[src/rtl/pix_unpack_pkg.sv]
package pix_unpack_pkg;
  localparam int SLOT_W = 2;

  localparam logic [1:0] WL_PACKED16 = 2'd0;
  localparam logic [1:0] WL_WORD32   = 2'd3;

  localparam logic [1:0] BUS_16 = 2'd0;
  localparam logic [1:0] BUS_8  = 2'd1;
  localparam logic [1:0] BUS_18 = 2'd2;
  localparam logic [1:0] BUS_24 = 2'd3;

  typedef struct packed {
    logic              load;
    logic              advance;
    logic              clear;
    logic [SLOT_W-1:0] slot;
  } unpackStrobes_t;
endpackage

[src/rtl/unpack_ctrl.sv]
module unpack_ctrl
  import pix_unpack_pkg::*;
#(
  parameter int NBYTES = 4
) (
  input  logic             clk,
  input  logic             rstN,
  input  logic [1:0]       wordLen,
  input  logic [1:0]       busWidth,
  input  logic [NBYTES-1:0] byteMask,
  input  logic             fifoClear,
  input  logic             inValid,
  input  logic             outReady,
  output logic             inReady,
  output logic             outValid,
  output logic             cfgErr,
  output unpackStrobes_t   strb
);
  localparam int NHALF = NBYTES / 2;

  logic [NBYTES-1:0] pending;
  logic [NBYTES-1:0] freshSlots;
  logic [NBYTES-1:0] lowBit;
  logic [SLOT_W-1:0] slotIdx;
  logic              busy;

  assign cfgErr = (wordLen == 2'd1) || (wordLen == 2'd2) ||
                  ((wordLen == WL_WORD32) && (busWidth == BUS_8));

  always_comb begin
    freshSlots = '0;
    if (wordLen == WL_WORD32) begin
      freshSlots[0] = 1'b1;
    end else if (busWidth == BUS_8) begin
      freshSlots = byteMask;
    end else begin
      for (int k = 0; k < NHALF; k++) begin
        freshSlots[2*k] = byteMask[2*k] & byteMask[2*k+1];
      end
    end
  end

  assign busy     = |pending;
  assign lowBit   = pending & (~pending + 1'b1);
  assign inReady  = !busy && !cfgErr && !fifoClear;
  assign outValid = busy && !cfgErr;

  always_comb begin
    slotIdx = '0;
    for (int i = NBYTES - 1; i >= 0; i--) begin
      if (pending[i]) slotIdx = i[SLOT_W-1:0];
    end
  end

  assign strb.load    = inValid && inReady;
  assign strb.advance = outValid && outReady;
  assign strb.clear   = fifoClear;
  assign strb.slot    = slotIdx;

  always_ff @(posedge clk) begin
    if (!rstN) begin
      pending <= '0;
    end else if (strb.clear) begin
      pending <= '0;
    end else if (strb.load) begin
      pending <= freshSlots;
    end else if (strb.advance) begin
      pending <= pending & ~lowBit;
    end
  end

  AST_NO_INTAKE_WHILE_BUSY: assert property (@(posedge clk) disable iff (!rstN)
    outValid |-> !inReady);
  AST_ERR_QUIET: assert property (@(posedge clk) disable iff (!rstN)
    cfgErr |-> (!outValid && !inReady));
  AST_CLEAR_FLUSH: assert property (@(posedge clk) disable iff (!rstN)
    fifoClear |=> !outValid);
  AST_HOLD_VALID: assert property (@(posedge clk) disable iff (!rstN)
    (outValid && !outReady && !fifoClear) |=> outValid);
  AST_ONE_BEAT_PER_ACCEPT: assert property (@(posedge clk) disable iff (!rstN)
    (strb.advance && !strb.clear) |=> ($countones(pending) == $countones($past(pending)) - 1));
endmodule

[src/rtl/unpack_dp.sv]
module unpack_dp
  import pix_unpack_pkg::*;
#(
  parameter int WORD_W = 32,
  parameter int BUS_W  = 24
) (
  input  logic              clk,
  input  logic              rstN,
  input  unpackStrobes_t    strb,
  input  logic [WORD_W-1:0] inWord,
  input  logic [1:0]        wordLen,
  input  logic [1:0]        busWidth,
  input  logic [3:0]        byteMask,
  input  logic              reduce18,
  output logic [BUS_W-1:0]  outData
);
  logic [WORD_W-1:0] wordQ;
  logic [7:0]        byteSel;
  logic [15:0]       halfSel;
  logic [4:0]        red5, blue5;
  logic [5:0]        green6;
  logic [23:0]       wide24, reduced, chosen;

  always_ff @(posedge clk) begin
    if (!rstN) begin
      wordQ <= '0;
    end else if (strb.load) begin
      wordQ <= inWord;
    end
  end

  assign byteSel = wordQ[{strb.slot, 3'b000} +: 8];
  assign halfSel = strb.slot[1] ? wordQ[31:16] : wordQ[15:0];
  assign red5    = halfSel[15:11];
  assign green6  = halfSel[10:5];
  assign blue5   = halfSel[4:0];

  assign wide24  = {wordQ[23:16] & {8{byteMask[2]}},
                    wordQ[15:8]  & {8{byteMask[1]}},
                    wordQ[7:0]   & {8{byteMask[0]}}};
  assign reduced = {6'b0, wide24[21:16], wide24[13:8], wide24[5:0]};
  assign chosen  = reduce18 ? reduced : wide24;

  always_comb begin
    outData = '0;
    if (wordLen == WL_PACKED16) begin
      case (busWidth)
        BUS_8:   outData = {16'b0, byteSel};
        BUS_16:  outData = {8'b0, halfSel};
        BUS_18:  outData = {6'b0, red5, 1'b0, green6, blue5, 1'b0};
        default: outData = {red5, 3'b0, green6, 2'b0, blue5, 3'b0};
      endcase
    end else begin
      case (busWidth)
        BUS_16:  outData = {8'b0, chosen[15:0]};
        BUS_18:  outData = {6'b0, chosen[17:0]};
        default: outData = chosen;
      endcase
    end
  end
endmodule

[src/rtl/pixel_unpacker.sv]
module pixel_unpacker
  import pix_unpack_pkg::*;
#(
  parameter int WORD_W = 32,
  parameter int BUS_W  = 24
) (
  input  logic              clk,
  input  logic              rstN,
  input  logic [1:0]        wordLen,
  input  logic [1:0]        busWidth,
  input  logic [3:0]        byteMask,
  input  logic              reduce18,
  input  logic              fifoClear,
  input  logic              inValid,
  output logic              inReady,
  input  logic [WORD_W-1:0] inWord,
  output logic              outValid,
  input  logic              outReady,
  output logic [BUS_W-1:0]  outData,
  output logic              cfgErr
);
  localparam int NBYTES = WORD_W / 8;

  unpackStrobes_t strb;

  unpack_ctrl #(.NBYTES(NBYTES)) uCtrl (
    .clk(clk), .rstN(rstN), .wordLen(wordLen), .busWidth(busWidth),
    .byteMask(byteMask), .fifoClear(fifoClear), .inValid(inValid),
    .outReady(outReady), .inReady(inReady), .outValid(outValid),
    .cfgErr(cfgErr), .strb(strb)
  );

  unpack_dp #(.WORD_W(WORD_W), .BUS_W(BUS_W)) uDp (
    .clk(clk), .rstN(rstN), .strb(strb), .inWord(inWord),
    .wordLen(wordLen), .busWidth(busWidth), .byteMask(byteMask),
    .reduce18(reduce18), .outData(outData)
  );

  AST_DATA_STABLE: assert property (@(posedge clk) disable iff (!rstN)
    (outValid && !outReady && !fifoClear) |=> $stable(outData));
endmodule

[config.mk]
export PLATFORM = sky130hd
export DESIGN_NAME = pixel_unpacker
export DESIGN_NICKNAME = d
export VERILOG_FILES = /design/src/rtl/pix_unpack_pkg.sv /design/src/rtl/unpack_ctrl.sv /design/src/rtl/unpack_dp.sv /design/src/rtl/pixel_unpacker.sv
export SDC_FILE = /design/constraint.sdc
export NUM_CORES = 1
export LEC_CHECK = 0
export BUFFER_PORTS_ARGS = -buffer_cell sky130_fd_sc_hd__buf_2
export CORE_AREA = 2 2 62 108
export DETAILED_ROUTE_END_ITERATION = 7
export DIE_AREA = 0 0 64 110
export PLACE_DENSITY_LB_ADDON = 0.15
export SYNTH_ARGS = -nofsm -noshare
export SYNTH_HDL_FRONTEND = slang
export SYNTH_HIERARCHICAL = 1
export SYNTH_SLANG_ARGS = --single-unit
export TNS_END_PERCENT = 100
[constraint.sdc]
create_clock -name clk -period 2.2 [get_ports clk]
set_input_delay 0.11 -clock clk [delete_from_list [all_inputs] [get_ports clk]]
set_output_delay 0.11 -clock clk [all_outputs]
set_load 0.02 [all_outputs]
### After elaboration in Yosys (flattened, before gate mapping)

Index checks and enable logic that the tools add are counted.

* register bits: 36
* bits of input ports: 46
* output and inout port bits: 27
* word-level logic and storage cells: 52

* add/subtract/negate cells: 1
* eq/ne operators: 5
* shift-type cells: 1
* mux-type cells: 17
* bitwise logic cells: 10
* reductions and logical operators: 16

Operators with widths (number)
* $pmux 24 s3: 1
* $mux 24: 2
* $pmux 24 s2: 1
* $shiftx 32x6->8: 1
* $and 8x8->8: 3
* $mux 16: 1
* $and 4x4->4: 2
* $mux 2: 4
* $mux 4: 2
* $not 4->4: 2
* $eq 2x2->1 const B: 3
* $logic_and 1x1->1: 6
* $mux 1: 5
* $add 4x1->4 const B: 1
* $eq 2x1->1 const B: 2
* $logic_not 2->1: 2
* $reduce_or 4->1: 1
* $logic_not 1->1: 3
* $mux 3: 1
* $and 1x1->1: 2
* $logic_or 1x1->1: 2
* $reduce_bool 2->1: 1
* $reduce_or 2->1: 1
* $not 1->1: 1

### Longest topological paths before layout

Gate-level depths: netlist of run 1.

* depth in word-level cells: 8
* depth in mapped cells: 9
* gate-level depth less buffers: 7

### Cells and area by module

The synthesis of run 1 kept the hierarchy.

Modules (own cells, without submodules)
* unpack_dp: times used 1, cells each 250, area each 2225.9 um^2, seq. area each 640.6 um^2
* unpack_ctrl: times used 1, cells each 40, area each 314.1 um^2, seq. area each 80.1 um^2

### Worst setup path after synthesis of run 1

Ideal clock, no wire load.

* path type: flip-flop to flip-flop
* start point: register uCtrl.pending[0]
* end point: register uDp.wordQ[0]
* library setup time: 0.116 ns
* arrival: 1.737 ns
* required time: 2.084 ns
* path slack: 0.347 ns
* cell stages (with the launch flop): 8
* path buffers: 2
* period minus slack after synthesis: 1.853 ns
* cells stage by stage: dfxtp_1 > nor4_2 > nand4b_1 > inv_1 > clkbuf_1 > buf_2 > mux2i_1 > nor2b_1

RTL lines
* from (decl): line unpack_ctrl.sv:21 `logic [NBYTES-1:0] pending;`
* from (signal assigned): line unpack_ctrl.sv:66 `pending <= freshSlots;`
* from (signal assigned): line unpack_ctrl.sv:68 `pending <= pending & ~lowBit;`
* to (signal assigned): line unpack_dp.sv:28 `wordQ <= inWord;`
* to (decl): line unpack_dp.sv:17 `logic [WORD_W-1:0] wordQ;`

==> results of run 1 <==
## timing repair
| item | in CTS | in global routing |
|---|---|---|
| endpoints found under the setup margin | 7 | 15 |
| pin swaps | 0 | 7 |
| setup buffers | 0 | 6 |
| resized for setup | 7 | 23 |
| gates cloned | 0 | 0 |
## state kept, by name, indices dropped and copies added, names as in the netlist
name and count:
uCtrl/pending 4, uDp/wordQ 32
## routing by layer
metal / global-route usage [%] / part of all wire, % / vias to the layer above
met3: 2.84 / 5.5 / 20
met4: 9.01 / 2.3 / 0
met5: 0 / 0 / -
met1: 26.4 / 38 / 1189
li1: - / - / 1211
met2: 40.8 / 54 / 103
## per-stage QoR
| step | std cells | setup TNS (ns) | instance area, um2 | total power [uW] |
|---|---|---|---|---|
| after floorplan | 288 | 0 | 2530 | 935 |
| after global placement | 435 | 0 | 3000 | 1060 |
| after detailed placement | 435 | 0 | 3000 | 1060 |
| after CTS | 443 | 0 | 3110 | 1560 |
| after global routing | 449 | -0.679 | 3240 | 1640 |
| final | 449 | -0.0372 | 3240 | 1560 |
## worst register-to-register path, stage by stage, from the launching register on
cell,delay [ns]
sky130_fd_sc_hd__dfxtp_4,0.36
sky130_fd_sc_hd__buf_4,0.14
sky130_fd_sc_hd__nor4_2,0.33
sky130_fd_sc_hd__nand4b_1,0.17
sky130_fd_sc_hd__inv_1,0.12
sky130_fd_sc_hd__buf_12,0.25
sky130_fd_sc_hd__and4b_2,0.29
sky130_fd_sc_hd__a32o_1,0.12
## layout by cell type, fill, tap and decap left out, types with 2 or more instances in the layout
cell and n:
sky130_fd_sc_hd__o22a_1 2, sky130_fd_sc_hd__nand3_1 13, sky130_fd_sc_hd__nor2_2 2, sky130_fd_sc_hd__inv_1 4, sky130_fd_sc_hd__nor2b_1 38, sky130_fd_sc_hd__dfxtp_4 2
sky130_fd_sc_hd__o2bb2ai_1 6, sky130_fd_sc_hd__a22oi_1 4, sky130_fd_sc_hd__buf_4 18, sky130_fd_sc_hd__clkinv_2 2, sky130_fd_sc_hd__dfxtp_1 33, sky130_fd_sc_hd__mux2i_1 46
sky130_fd_sc_hd__o21ai_0 4, sky130_fd_sc_hd__mux2_4 2, sky130_fd_sc_hd__mux2i_2 9, sky130_fd_sc_hd__a32o_1 4, sky130_fd_sc_hd__o211ai_1 4, sky130_fd_sc_hd__clkbuf_8 6
sky130_fd_sc_hd__buf_2 69, sky130_fd_sc_hd__nand2_1 23, sky130_fd_sc_hd__o22ai_1 6, sky130_fd_sc_hd__nor2_1 17, sky130_fd_sc_hd__buf_6 3, sky130_fd_sc_hd__mux2_2 4
sky130_fd_sc_hd__a311oi_1 3, sky130_fd_sc_hd__a21oi_1 8, sky130_fd_sc_hd__a22o_1 4
## worst paths after layout
| kind | start | end | depth (start not counted) |
|---|---|---|---|
| worst min register to register | uCtrl/pending[0] | uCtrl/pending[0] | 2 |
| worst min-delay path | byteMask[3] | uCtrl/pending[3] | 2 |
| worst max-delay path | uCtrl/pending[1] | outData[4] | 8 |
| worst max register to register | uCtrl/pending[2] | uCtrl/pending[3] | 7 |
## layout make-up
type,count,area [um2]
clock buffers,6,82.6
inverters,4,15.0
fillers,591,2900
well taps,80,100
clock inverters,2,10.0
multi-input cells,229,1750
repair buffers,92,549
flip-flops and latches,36,729
## power breakdown
part | internal, uW | switching (uW) | leakage, uW
clock network | 250 | 249 | 0.0000510
logic | 167 | 192 | 0.000917
registers | 674 | 31.8 | 0.000294
==> impl_metrics.py, run 1 <==
metrics = {
    "power_and_ir_drop": {
        "total_leakage_power_uw": 0.00126,
        "power_density_nw_per_um2": 483,
        "ir_drop_uv": 353,
    },
    "placement": {
        "gp_routability_congestion": 0.922,
        "worst_slack_placed_ns": 0.266,
        "hpwl_mm": 5.83,
        "place.port_buffers": 72,
    },
    "global_routing": {
        "first_global_vias": 2414,
        "grt_max_degree": 36,
        "grt_antenna_before_repair": 0,
        "gr-usage-all-layers_pct": 22.5,
        "gr-total-overflow": 0,
        "wire_length_of_the_first_global_routing_pass_mm": 12.2,
    },
    "floorplanning": {
        "core_um2": 6130,
        "ios": 73,
        "placementRows": 38,
        "initial_utilization_pct": 41.2,
        "die_area_um2": 7040,
        "die_width_um": 64,
        "die-height_um": 110,
    },
    "cts": {
        "cts_inserted_buffers": 5,
        "clock_tree.buffer_depth": 2,
        "cts_num_sinks": 36,
        "clock_latency_on_the_worst_skew_pair_ns": 0.29,
        "clock_tree.htree_level_count": 2,
        "cts_tree": "built",
        "post_cts_hold_buffer_count": 0,
        "cts-root-buf": "sky130_fd_sc_hd__clkbuf_8",
        "worst_setup_hold_path_clk_slew_ns": 0.07,
    },
    "yosys": {
        "syn_area_per_cell_um2": 8.78,
        "synth.cell_area_um2": 2530,
        "synth_fp_nets": 335,
        "synthesis.yosys.warnings": 6,
        "syn-instance-count": 288,
    },
    "setup_path": {
        "cp-end-kind": "output pin",
        "worstSetupPathType": "flip-flop to output pin",
        "crit_path_start_kind": "flip-flop",
        "cp_top_family": "buffers and inverters",
        "ff2ff_setup_slack_ns": 0.36,
        "cp_common_cell": "sky130_fd_sc_hd__nand3_1",
        "cp_num_buf_inv": 3,
        "critical_path_slowest_stage_cell": "sky130_fd_sc_hd__dfxtp_1",
        "timing.critical_path.arrival_ns": 2.13,
        "required_ns": 2.09,
        "worst-path-max-fanout": 6,
        "worst_path_largest_cell_delay_ns": 0.40,
        "timing.critical_path.cells": "nor3_4 -> buf_6 -> mux2i_1 -> buf_4 -> nand3_1 -> nand3_1 -> o211ai_1 -> buf_2",
    },
    "timing": {
        "timing.final.crit_period_ns": 2.24,
        "slew-limit-headroom_pct": 67.3,
        "fmaxAchievable_mhz": 447,
        "clock-skew-final_ns": 0.00696,
        "post-route-period-util_pct": 102,
        "finalHoldViolCount": 0,
        "drv_slew": 0,
        "fin_worst_hold_slack_ns": 0.0586,
        "tightest_slew_ns": 0.490,
        "layout_setup_ws_ns": -0.0372,
        "number_of_setup_violations_in_the_final_report": 1,
        "rsz0062_at_grt": "yes",
    },
    "detailed_routing": {
        "detailedRoute.firstIterationViolations": 123,
        "number_of_detailed_route_iterations_in_the_first_pass": 4,
        "wl_per_cell_um": 17.4,
        "ant_nets_after_route": 0,
        "detail_route.vias_per_cell": 5.62,
        "remaining_drc_errors": 0,
        "dr_total_vias": 2523,
        "route.final.wire_length_mm": 7.82,
    },
    "flow_run": {
        "maxCapViolations": 0,
    },
    "finish": {
        "finalCoreUtilization_pct": 52.8,
        "nets": 415,
        "area.growth.synth_to_final_pct": 28.0,
        "antenna_cells": 0,
        "drive_gt1_share_pct": 35.5,
    },
    "run_status": {
        "violations_in_the_final_reports": "setup timing",
        "status": "finished, violations left",
    },
    "worst_hold_path": {
        "worstHoldPathType": "primary input to flip-flop",
    },
}
Power figures use the tool's default switching activity.
==> run 2: changes to the inputs <==
--- a/config.mk
+++ b/config.mk
@@ -5,10 +5,11 @@
 export SDC_FILE = /design/constraint.sdc
 export NUM_CORES = 1
 export LEC_CHECK = 0
+export ABC_AREA = 1
 export BUFFER_PORTS_ARGS = -buffer_cell sky130_fd_sc_hd__buf_2
-export CORE_AREA = 2 2 62 108
+export CORE_AREA = 2 2 63 110
 export DETAILED_ROUTE_END_ITERATION = 7
-export DIE_AREA = 0 0 64 110
+export DIE_AREA = 0 0 65 112
 export PLACE_DENSITY_LB_ADDON = 0.15
 export SYNTH_ARGS = -nofsm -noshare
 export SYNTH_HDL_FRONTEND = slang
==> run 2 against run 1 <==
Net effect:
- sequential share of layout area rose by 0.37 points
- critical path depth rose by 2
- via count rose by 22%
- the flow now finishes without violations
- core utilization fell by 3.5 points
- cell count rose by 31%
- combinational power rose by 8.6%
- wire length rose by 14%
- largest power group unchanged
- worst hold slack got worse by 0.0024 ns
- count of clock-buffer cells in the layout did not move
- maximum frequency rose by 9.1%
==> impl_metrics.py, run 2 <==
metrics = {
    "finish": {
        "layout.cells.non_filler": 586,
        "top_library_cells_by_usage_in_the_layout_fill_and_taps_aside": "sky130_fd_sc_hd__nand2_1, sky130_fd_sc_hd__nor2_1, sky130_fd_sc_hd__buf_2",
        "largest_register_ffs": 32,
        "final.fill_count": 719,
        "biggestRegsByFlops": "uDp/wordQ: 32 flops, uCtrl/pending: 4 flops",
        "nets": 550,
        "mostFrequentLayoutCell": "sky130_fd_sc_hd__nand2_1",
        "antenna_cells": 0,
        "finalCoreUtilization_pct": 49.3,
        "regMostFlops": "uDp/wordQ",
        "drive_gt1_share_pct": 24.0,
        "area.growth.synth_to_final_pct": 20.8,
    },
    "detailed_routing": {
        "wl_per_cell_um": 15.2,
        "route.final.wire_length_mm": 8.90,
        "detail_route.vias_per_cell": 5.26,
        "remaining_drc_errors": 0,
        "detailedRoute.firstIterationViolations": 250,
        "ant_nets_after_route": 0,
        "dr_total_vias": 3081,
        "number_of_detailed_route_iterations_in_the_first_pass": 5,
    },
    "timing": {
        "tightest_slew_ns": 0.504,
        "post-route-period-util_pct": 93.2,
        "fmaxAchievable_mhz": 488,
        "rsz0062_at_grt": "no",
        "fin_worst_hold_slack_ns": 0.0562,
        "slew-limit-headroom_pct": 66.3,
        "setup_tns_ns": 0,
        "number_of_setup_violations_in_the_final_report": 0,
        "timing.final.crit_period_ns": 2.05,
        "drv_slew": 0,
        "clock-skew-final_ns": 0.00609,
        "finalHoldViolCount": 0,
    },
    "cts": {
        "clock_latency_on_the_worst_skew_pair_ns": 0.28,
        "post_cts_hold_buffer_count": 0,
        "cts-root-buf": "sky130_fd_sc_hd__clkbuf_16",
        "clock_tree.htree_level_count": 2,
        "clock_tree.buffer_depth": 2,
        "resized_gates_after_cts": 0,
        "cts_inserted_buffers": 5,
        "worst_setup_hold_path_clk_slew_ns": 0.06,
        "post_cts_buffers": 0,
        "cts_num_sinks": 36,
        "cts_tree": "built",
    },
    "yosys": {
        "synth.cell_area_um2": 2610,
        "synthesis.yosys.warnings": 6,
        "synth_fp_nets": 484,
        "syn_area_per_cell_um2": 5.97,
        "syn-instance-count": 437,
    },
    "setup_path": {
        "crit_path_start_kind": "flip-flop",
        "ff2ff_setup_slack_ns": 0.71,
        "worst_r2r_path_depth": 8,
        "timing.critical_path.arrival_ns": 1.94,
        "reg2reg_to": "uDp/wordQ[27]",
        "crit-reg2reg-launch": "uCtrl/pending[0]",
        "worstSetupPathType": "flip-flop to output pin",
        "cp-end-kind": "output pin",
        "required_ns": 2.09,
        "worst-path-max-fanout": 17,
    },
    "placement": {
        "placed_cells": 578,
        "place.port_buffers": 72,
        "hpwl_mm": 7.21,
        "gp_routability_congestion": 1.00,
    },
    "floorplanning": {
        "placementRows": 39,
        "ios": 73,
        "die-height_um": 112,
        "initial_utilization_pct": 40.8,
        "die_width_um": 65,
        "die_area_um2": 7280,
        "core_um2": 6390,
    },
    "power_and_ir_drop": {
        "power_density_nw_per_um2": 580,
        "total_leakage_power_uw": 0.00165,
        "ir_drop_uv": 433,
    },
    "worst_hold_path": {
        "worstHoldPathType": "primary input to flip-flop",
        "worstHoldPathCells": 3,
        "worstHoldEndpoint": "uDp/wordQ[1]",
        "hp-start": "inWord[1]",
    },
    "global_routing": {
        "gr-total-overflow": 0,
        "first_global_vias": 3012,
        "gr-usage-all-layers_pct": 25.0,
        "wire_length_of_the_first_global_routing_pass_mm": 14.0,
        "grt_antenna_before_repair": 0,
        "grt_max_degree": 34,
    },
    "run_status": {
        "status": "finished, final reports clean",
    },
    "flow_run": {
        "maxCapViolations": 0,
    },
}
[run 2: worst max path at each step]
stage,from,end,slack (ns),cells after the start
after floorplan,wordLen[0],uDp/wordQ[10],0.63,10
after global placement,uCtrl/pending[0],outData[9],0.47,9
after detailed placement,uCtrl/pending[0],outData[14],0.46,11
after CTS,uCtrl/pending[3],outData[14],0.15,10
after global routing,uCtrl/pending[1],outData[5],0.02,12
final,uCtrl/pending[3],outData[14],0.15,10
[run 2: per-stage QoR]
step	worst slack [ns]	cell area, um2	total power, uW
floorplan	0.631	2610	987
global placement	0.472	3000	1130
detailed placement	0.462	3000	1130
CTS	0.153	3150	1850
global route	0.0150	3150	1920
finish	0.149	3150	1830
[run 2: area by class of cell]
class	count	area (um2)	area share, %
Clock inverter	2	13.8	0.437
Tap cell	82	103	3.26
Timing Repair Buffer	78	405	12.9
Multi-Input combinational cell	347	1630	51.8
Sequential cell	36	722	22.9
Clock buffer	6	139	4.41
Inverter	35	138	4.37
[run 2: worst max-delay path, stage by stage (launching register included)]
cell                      delay, ns
sky130_fd_sc_hd__dfxtp_1       0.37
sky130_fd_sc_hd__nor2_1        0.08
sky130_fd_sc_hd__nor2_1        0.10
sky130_fd_sc_hd__buf_4         0.22
sky130_fd_sc_hd__inv_6         0.11
sky130_fd_sc_hd__nand2_1       0.08
sky130_fd_sc_hd__and2_1        0.22
sky130_fd_sc_hd__nor2_1        0.06
sky130_fd_sc_hd__a21oi_1       0.12
sky130_fd_sc_hd__nand3_1       0.11
sky130_fd_sc_hd__buf_2         0.18
[run 2: report_power, final]
group,internal [uW],leakage (uW),total [uW],switching (uW)
sequential,691,0.000294,728,36.5
clock,452,0.0000772,710,259
combinational,134,0.00128,391,257
[run 2: routing by layer]
layer | routed length [um] | up-vias | share of wire, % | track usage (%)
met1 | 3360 | 1381 | 38 | 27.1
met2 | 4710 | 119 | 53 | 45.4
met5 | 0 | - | 0 | 0
met3 | 379 | 29 | 4.3 | 3.13
met4 | 448 | 0 | 5.0 | 13.6
li1 | - | 1552 | - | -
==> run 3: changes to the inputs <==
--- a/config.mk
+++ b/config.mk
@@ -7,12 +7,11 @@
 export LEC_CHECK = 0
 export ABC_AREA = 1
 export BUFFER_PORTS_ARGS = -buffer_cell sky130_fd_sc_hd__buf_2
-export CORE_AREA = 2 2 63 110
+export CORE_AREA = 2 2 62 109
 export DETAILED_ROUTE_END_ITERATION = 7
-export DIE_AREA = 0 0 65 112
+export DIE_AREA = 0 0 64 111
 export PLACE_DENSITY_LB_ADDON = 0.15
 export SYNTH_ARGS = -nofsm -noshare
 export SYNTH_HDL_FRONTEND = slang
-export SYNTH_HIERARCHICAL = 1
 export SYNTH_SLANG_ARGS = --single-unit
 export TNS_END_PERCENT = 100
==> constraint.sdc (replaced) <==
create_clock -name clk -period 1.67 [get_ports clk]
set_input_delay 0.0835 -clock clk [delete_from_list [all_inputs] [get_ports clk]]
set_output_delay 0.0835 -clock clk [all_outputs]
set_load 0.02 [all_outputs]
==> run 3 against run 2 <==
Net effect:
- the flow now finishes with violations (setup timing)
- wire length grew 18%
- core utilization increased by 16 points
- sequential power rose by 30%
- clock power grew 36%
- flip-flop and latch count did not move
- sequential share of layout area shrank 5.0 points
- synthesized cell count shrank 2.7%
- combinational power grew 95%
- cell count increased by 4.3%
- design area grew 31%
==> impl_metrics.py, run 3 <==
metrics = {
    "yosys": {
        "synth_top_cell_area_share_pct": 28.3,
        "synth_top_family_by_area": "simple AND/OR/NAND/NOR gates",
        "yosys.area.top_type": "sky130_fd_sc_hd__dfxtp_1",
        "yosysMostFrequentCell": "sky130_fd_sc_hd__nand2_1",
        "ys_seq_elements": 36,
        "synth.mux.area_fraction_pct": 0,
        "synth_area_leaders": "sky130_fd_sc_hd__dfxtp_1, sky130_fd_sc_hd__nand2_1, sky130_fd_sc_hd__inv_1",
        "postSynth.asyncResetShare_pct": 0,
        "synth_common_cells": "sky130_fd_sc_hd__nand2_1, sky130_fd_sc_hd__inv_1, sky130_fd_sc_hd__nor2_1",
        "synth_simple_gate_area_share_pct": 34.2,
        "yosys.area_share.xor_xnor_pct": 0,
        "syn_area_per_cell_um2": 6.00,
        "synth_fp_nets": 473,
        "synth_cell_types": 35,
        "synth-main-ff-cell": "sky130_fd_sc_hd__dfxtp_1",
        "post_synthesis_compound_gate_area_fraction_pct": 24.5,
        "synthesis.yosys.warnings": 0,
        "synth-seq-area-share_pct": 28.3,
        "synth_enable_flop_cells": 0,
        "syn-instance-count": 425,
        "synthAdderAreaFrac_pct": 0.982,
        "synth.cell_area_um2": 2550,
    },
    "timing": {
        "post-route-period-util_pct": 111,
        "finalHoldViolCount": 0,
        "rsz0062_at_grt": "yes",
        "tightest_slew_ns": 0.579,
        "number_of_setup_violations_in_the_final_report": 60,
        "clock-skew-final_ns": 0.00591,
        "slew-limit-headroom_pct": 61.4,
        "layout_setup_ws_ns": -0.189,
        "timing.final.crit_period_ns": 1.86,
        "drv_slew": 0,
        "setup_tns_ns": -5.24,
        "fmaxAchievable_mhz": 538,
    },
    "finish": {
        "largest_register_ffs": 32,
        "nets": 576,
        "drive_gt1_share_pct": 42.2,
        "regMostFlops": "uDp.wordQ",
        "biggestRegsByFlops": "uDp.wordQ: 32 flops, uCtrl.pending: 4 flops",
        "top_library_cells_by_usage_in_the_layout_fill_and_taps_aside": "sky130_fd_sc_hd__nand2_1, sky130_fd_sc_hd__buf_2, sky130_fd_sc_hd__inv_1",
        "area.growth.synth_to_final_pct": 61.5,
        "mostFrequentLayoutCell": "sky130_fd_sc_hd__nand2_1",
        "antenna_cells": 0,
    },
    "floorplanning": {
        "initial_utilization_pct": 40.5,
        "ios": 73,
        "die-height_um": 111,
        "placementRows": 39,
        "core_um2": 6290,
        "die_width_um": 64,
        "die_area_um2": 7100,
    },
    "worst_hold_path": {
        "worstHoldPathCells": 3,
        "hp-start": "inWord[31]",
        "worstHoldPathType": "primary input to flip-flop",
        "worstHoldEndpoint": "uDp.wordQ[31]",
    },
    "cts": {
        "cts_inserted_buffers": 5,
        "cts-root-buf": "sky130_fd_sc_hd__clkbuf_16",
        "cts_tree": "built",
        "cts_num_sinks": 36,
        "worst_setup_hold_path_clk_slew_ns": 0.06,
        "clock_tree.buffer_depth": 2,
        "clock_tree.htree_level_count": 2,
        "clock_latency_on_the_worst_skew_pair_ns": 0.29,
    },
    "run_status": {
        "violations_in_the_final_reports": "setup timing",
        "status": "finished, violations left",
    },
    "power_and_ir_drop": {
        "ir_drop_uv": 751,
        "power_density_nw_per_um2": 649,
        "p_int_uw": 1770,
        "power_frac_clock_pct": 36.1,
        "total_leakage_power_uw": 0.00190,
        "total_switching_power_uw": 900,
        "power_switching_share_pct": 33.7,
        "design_power_total_uw": 2670,
        "pwr-share-comb_pct": 28.6,
        "seqPwrFrac_pct": 35.4,
    },
    "placement": {
        "place.port_buffers": 72,
        "gp_routability_congestion": 0.954,
        "hpwl_mm": 7.35,
    },
    "setup_path": {
        "worstSetupPathType": "flip-flop to output pin",
        "worst_r2r_path_depth": 11,
        "timing.critical_path.arrival_ns": 1.78,
        "worst-path-max-fanout": 7,
        "cp-end-kind": "output pin",
        "crit-reg2reg-launch": "uCtrl.pending[0]",
        "crit_path_start_kind": "flip-flop",
        "ff2ff_setup_slack_ns": -0.11,
        "required_ns": 1.59,
        "reg2reg_to": "uDp.wordQ[17]",
    },
    "detailed_routing": {
        "detail_route.vias_per_cell": 5.35,
        "number_of_detailed_route_iterations_in_the_first_pass": 5,
        "dr_total_vias": 3267,
        "wl_per_cell_um": 17.2,
        "remaining_drc_errors": 0,
        "route.final.wire_length_mm": 10.5,
        "detailedRoute.firstIterationViolations": 293,
        "ant_nets_after_route": 0,
    },
    "flow_run": {
        "maxCapViolations": 0,
    },
    "global_routing": {
        "wire_length_of_the_first_global_routing_pass_mm": 15.4,
        "gr-total-overflow": 0,
        "first_global_vias": 3101,
        "grt_met1_use_pct": 29.8,
        "grt_max_degree": 23,
        "global_route_met2_utilization_pct": 50.3,
        "grt_antenna_before_repair": 0,
        "grt_busiest_layer": "met2",
        "gr-usage-all-layers_pct": 28.5,
        "grt_use_met3_pct": 4.47,
    },
}
## run 3: cell types whose count changed in the layout (fill, tap and decap cells not counted), sizes merged, moves of 4 or more
cell / delta
o2111ai: +4
a21oi: +14
buf: +30
nor2: -34
o21ai: +10
nand2: -10
inv: +21
nand3: -16
## run 3: worst max path at each step
stage                startpoint          end  slack [ns]  depth (start not counted)
2_1_floorplan        wordLen[0]  outData[19]        0.21                          5
3_3_place_gp   uCtrl.pending[1]  outData[17]      -0.003                          9
3_5_place_dp   uCtrl.pending[1]  outData[20]       -0.02                          9
4_1_cts        uCtrl.pending[1]   outData[7]       -0.15                         10
5_1_grt        uCtrl.pending[0]   outData[7]       -0.23                         10
6_report       uCtrl.pending[0]  outData[14]       -0.19                          9
## run 3: worst max-delay path, stage by stage, from the launching register on
cell and delay (ns):
sky130_fd_sc_hd__dfxtp_4 0.37, sky130_fd_sc_hd__nor2_8 0.11, sky130_fd_sc_hd__buf_12 0.14, sky130_fd_sc_hd__buf_12 0.12
sky130_fd_sc_hd__nand2_8 0.10, sky130_fd_sc_hd__nand2_2 0.09, sky130_fd_sc_hd__o21ai_2 0.06, sky130_fd_sc_hd__buf_6 0.14
sky130_fd_sc_hd__o2111ai_4 0.20, sky130_fd_sc_hd__buf_6 0.15
## run 3: kinds of logic (layout without fill, tap and decap cells)
logic type               Yosys count  count (layout)
flip-flops                        36              36
buffers and inverters             73             174
AO/OA/AOI/OAI                    110             110
adder cells (fa/ha/maj)            2               2
AND/OR/NAND/NOR                  204             207
## run 3: metrics by stage
step	hold slack [ns]	cells	util [%]	worst slack, ns	area [um2]
finish	0.0194	611	65.4	-0.189	4120
global route	0.0365	611	65.4	-0.234	4120
CTS	0.0207	601	60.6	-0.148	3820
detailed placement	0.322	581	49.2	-0.0188	3100
global placement	0.316	581	49.2	-0.00288	3100
floorplan	0.222	425	-	0.209	2550
## run 3: layout make-up
| class | instances | area [um2] |
|---|---|---|
| well taps | 82 | 103 |
| clock buffers | 5 | 125 |
| clock inverters | 3 | 23.8 |
| fillers | 576 | 2180 |
| flip-flops and latches | 36 | 736 |
| repair buffers | 110 | 905 |
| multi-input cells | 319 | 2010 |
| inverters | 56 | 218 |
## run 3: repair_timing
| item | 4_1_cts | 5_1_grt |
|---|---|---|
| setup buffers | 10 | 6 |
| cloned | 2 | 4 |
| endpoints found under the setup margin | 23 | 56 |
| hold endpoints to repair | 0 | 0 |
| resized for setup | 115 | 51 |
| pin swaps | 21 | 17 |
| hold buffers | 0 | 0 |
## run 3: power groups by stage
| stage | Clock (uW) | Sequential (uW) | Combinational (uW) |
|---|---|---|---|
| detailed placement | 0 | 964 | 555 |
| CTS | 978 | 944 | 675 |
| global route | 1010 | 949 | 818 |
| global placement | 0 | 963 | 553 |
| finish | 963 | 944 | 763 |
| floorplan | 0 | 950 | 344 |
## run 3: per-layer routing
metal / share of wire (%) / up-vias
met3: 5.1 / 49
met4: 7.1 / 0
met5: 0 / -
met2: 52 / 138
met1: 36 / 1481
li1: - / 1599
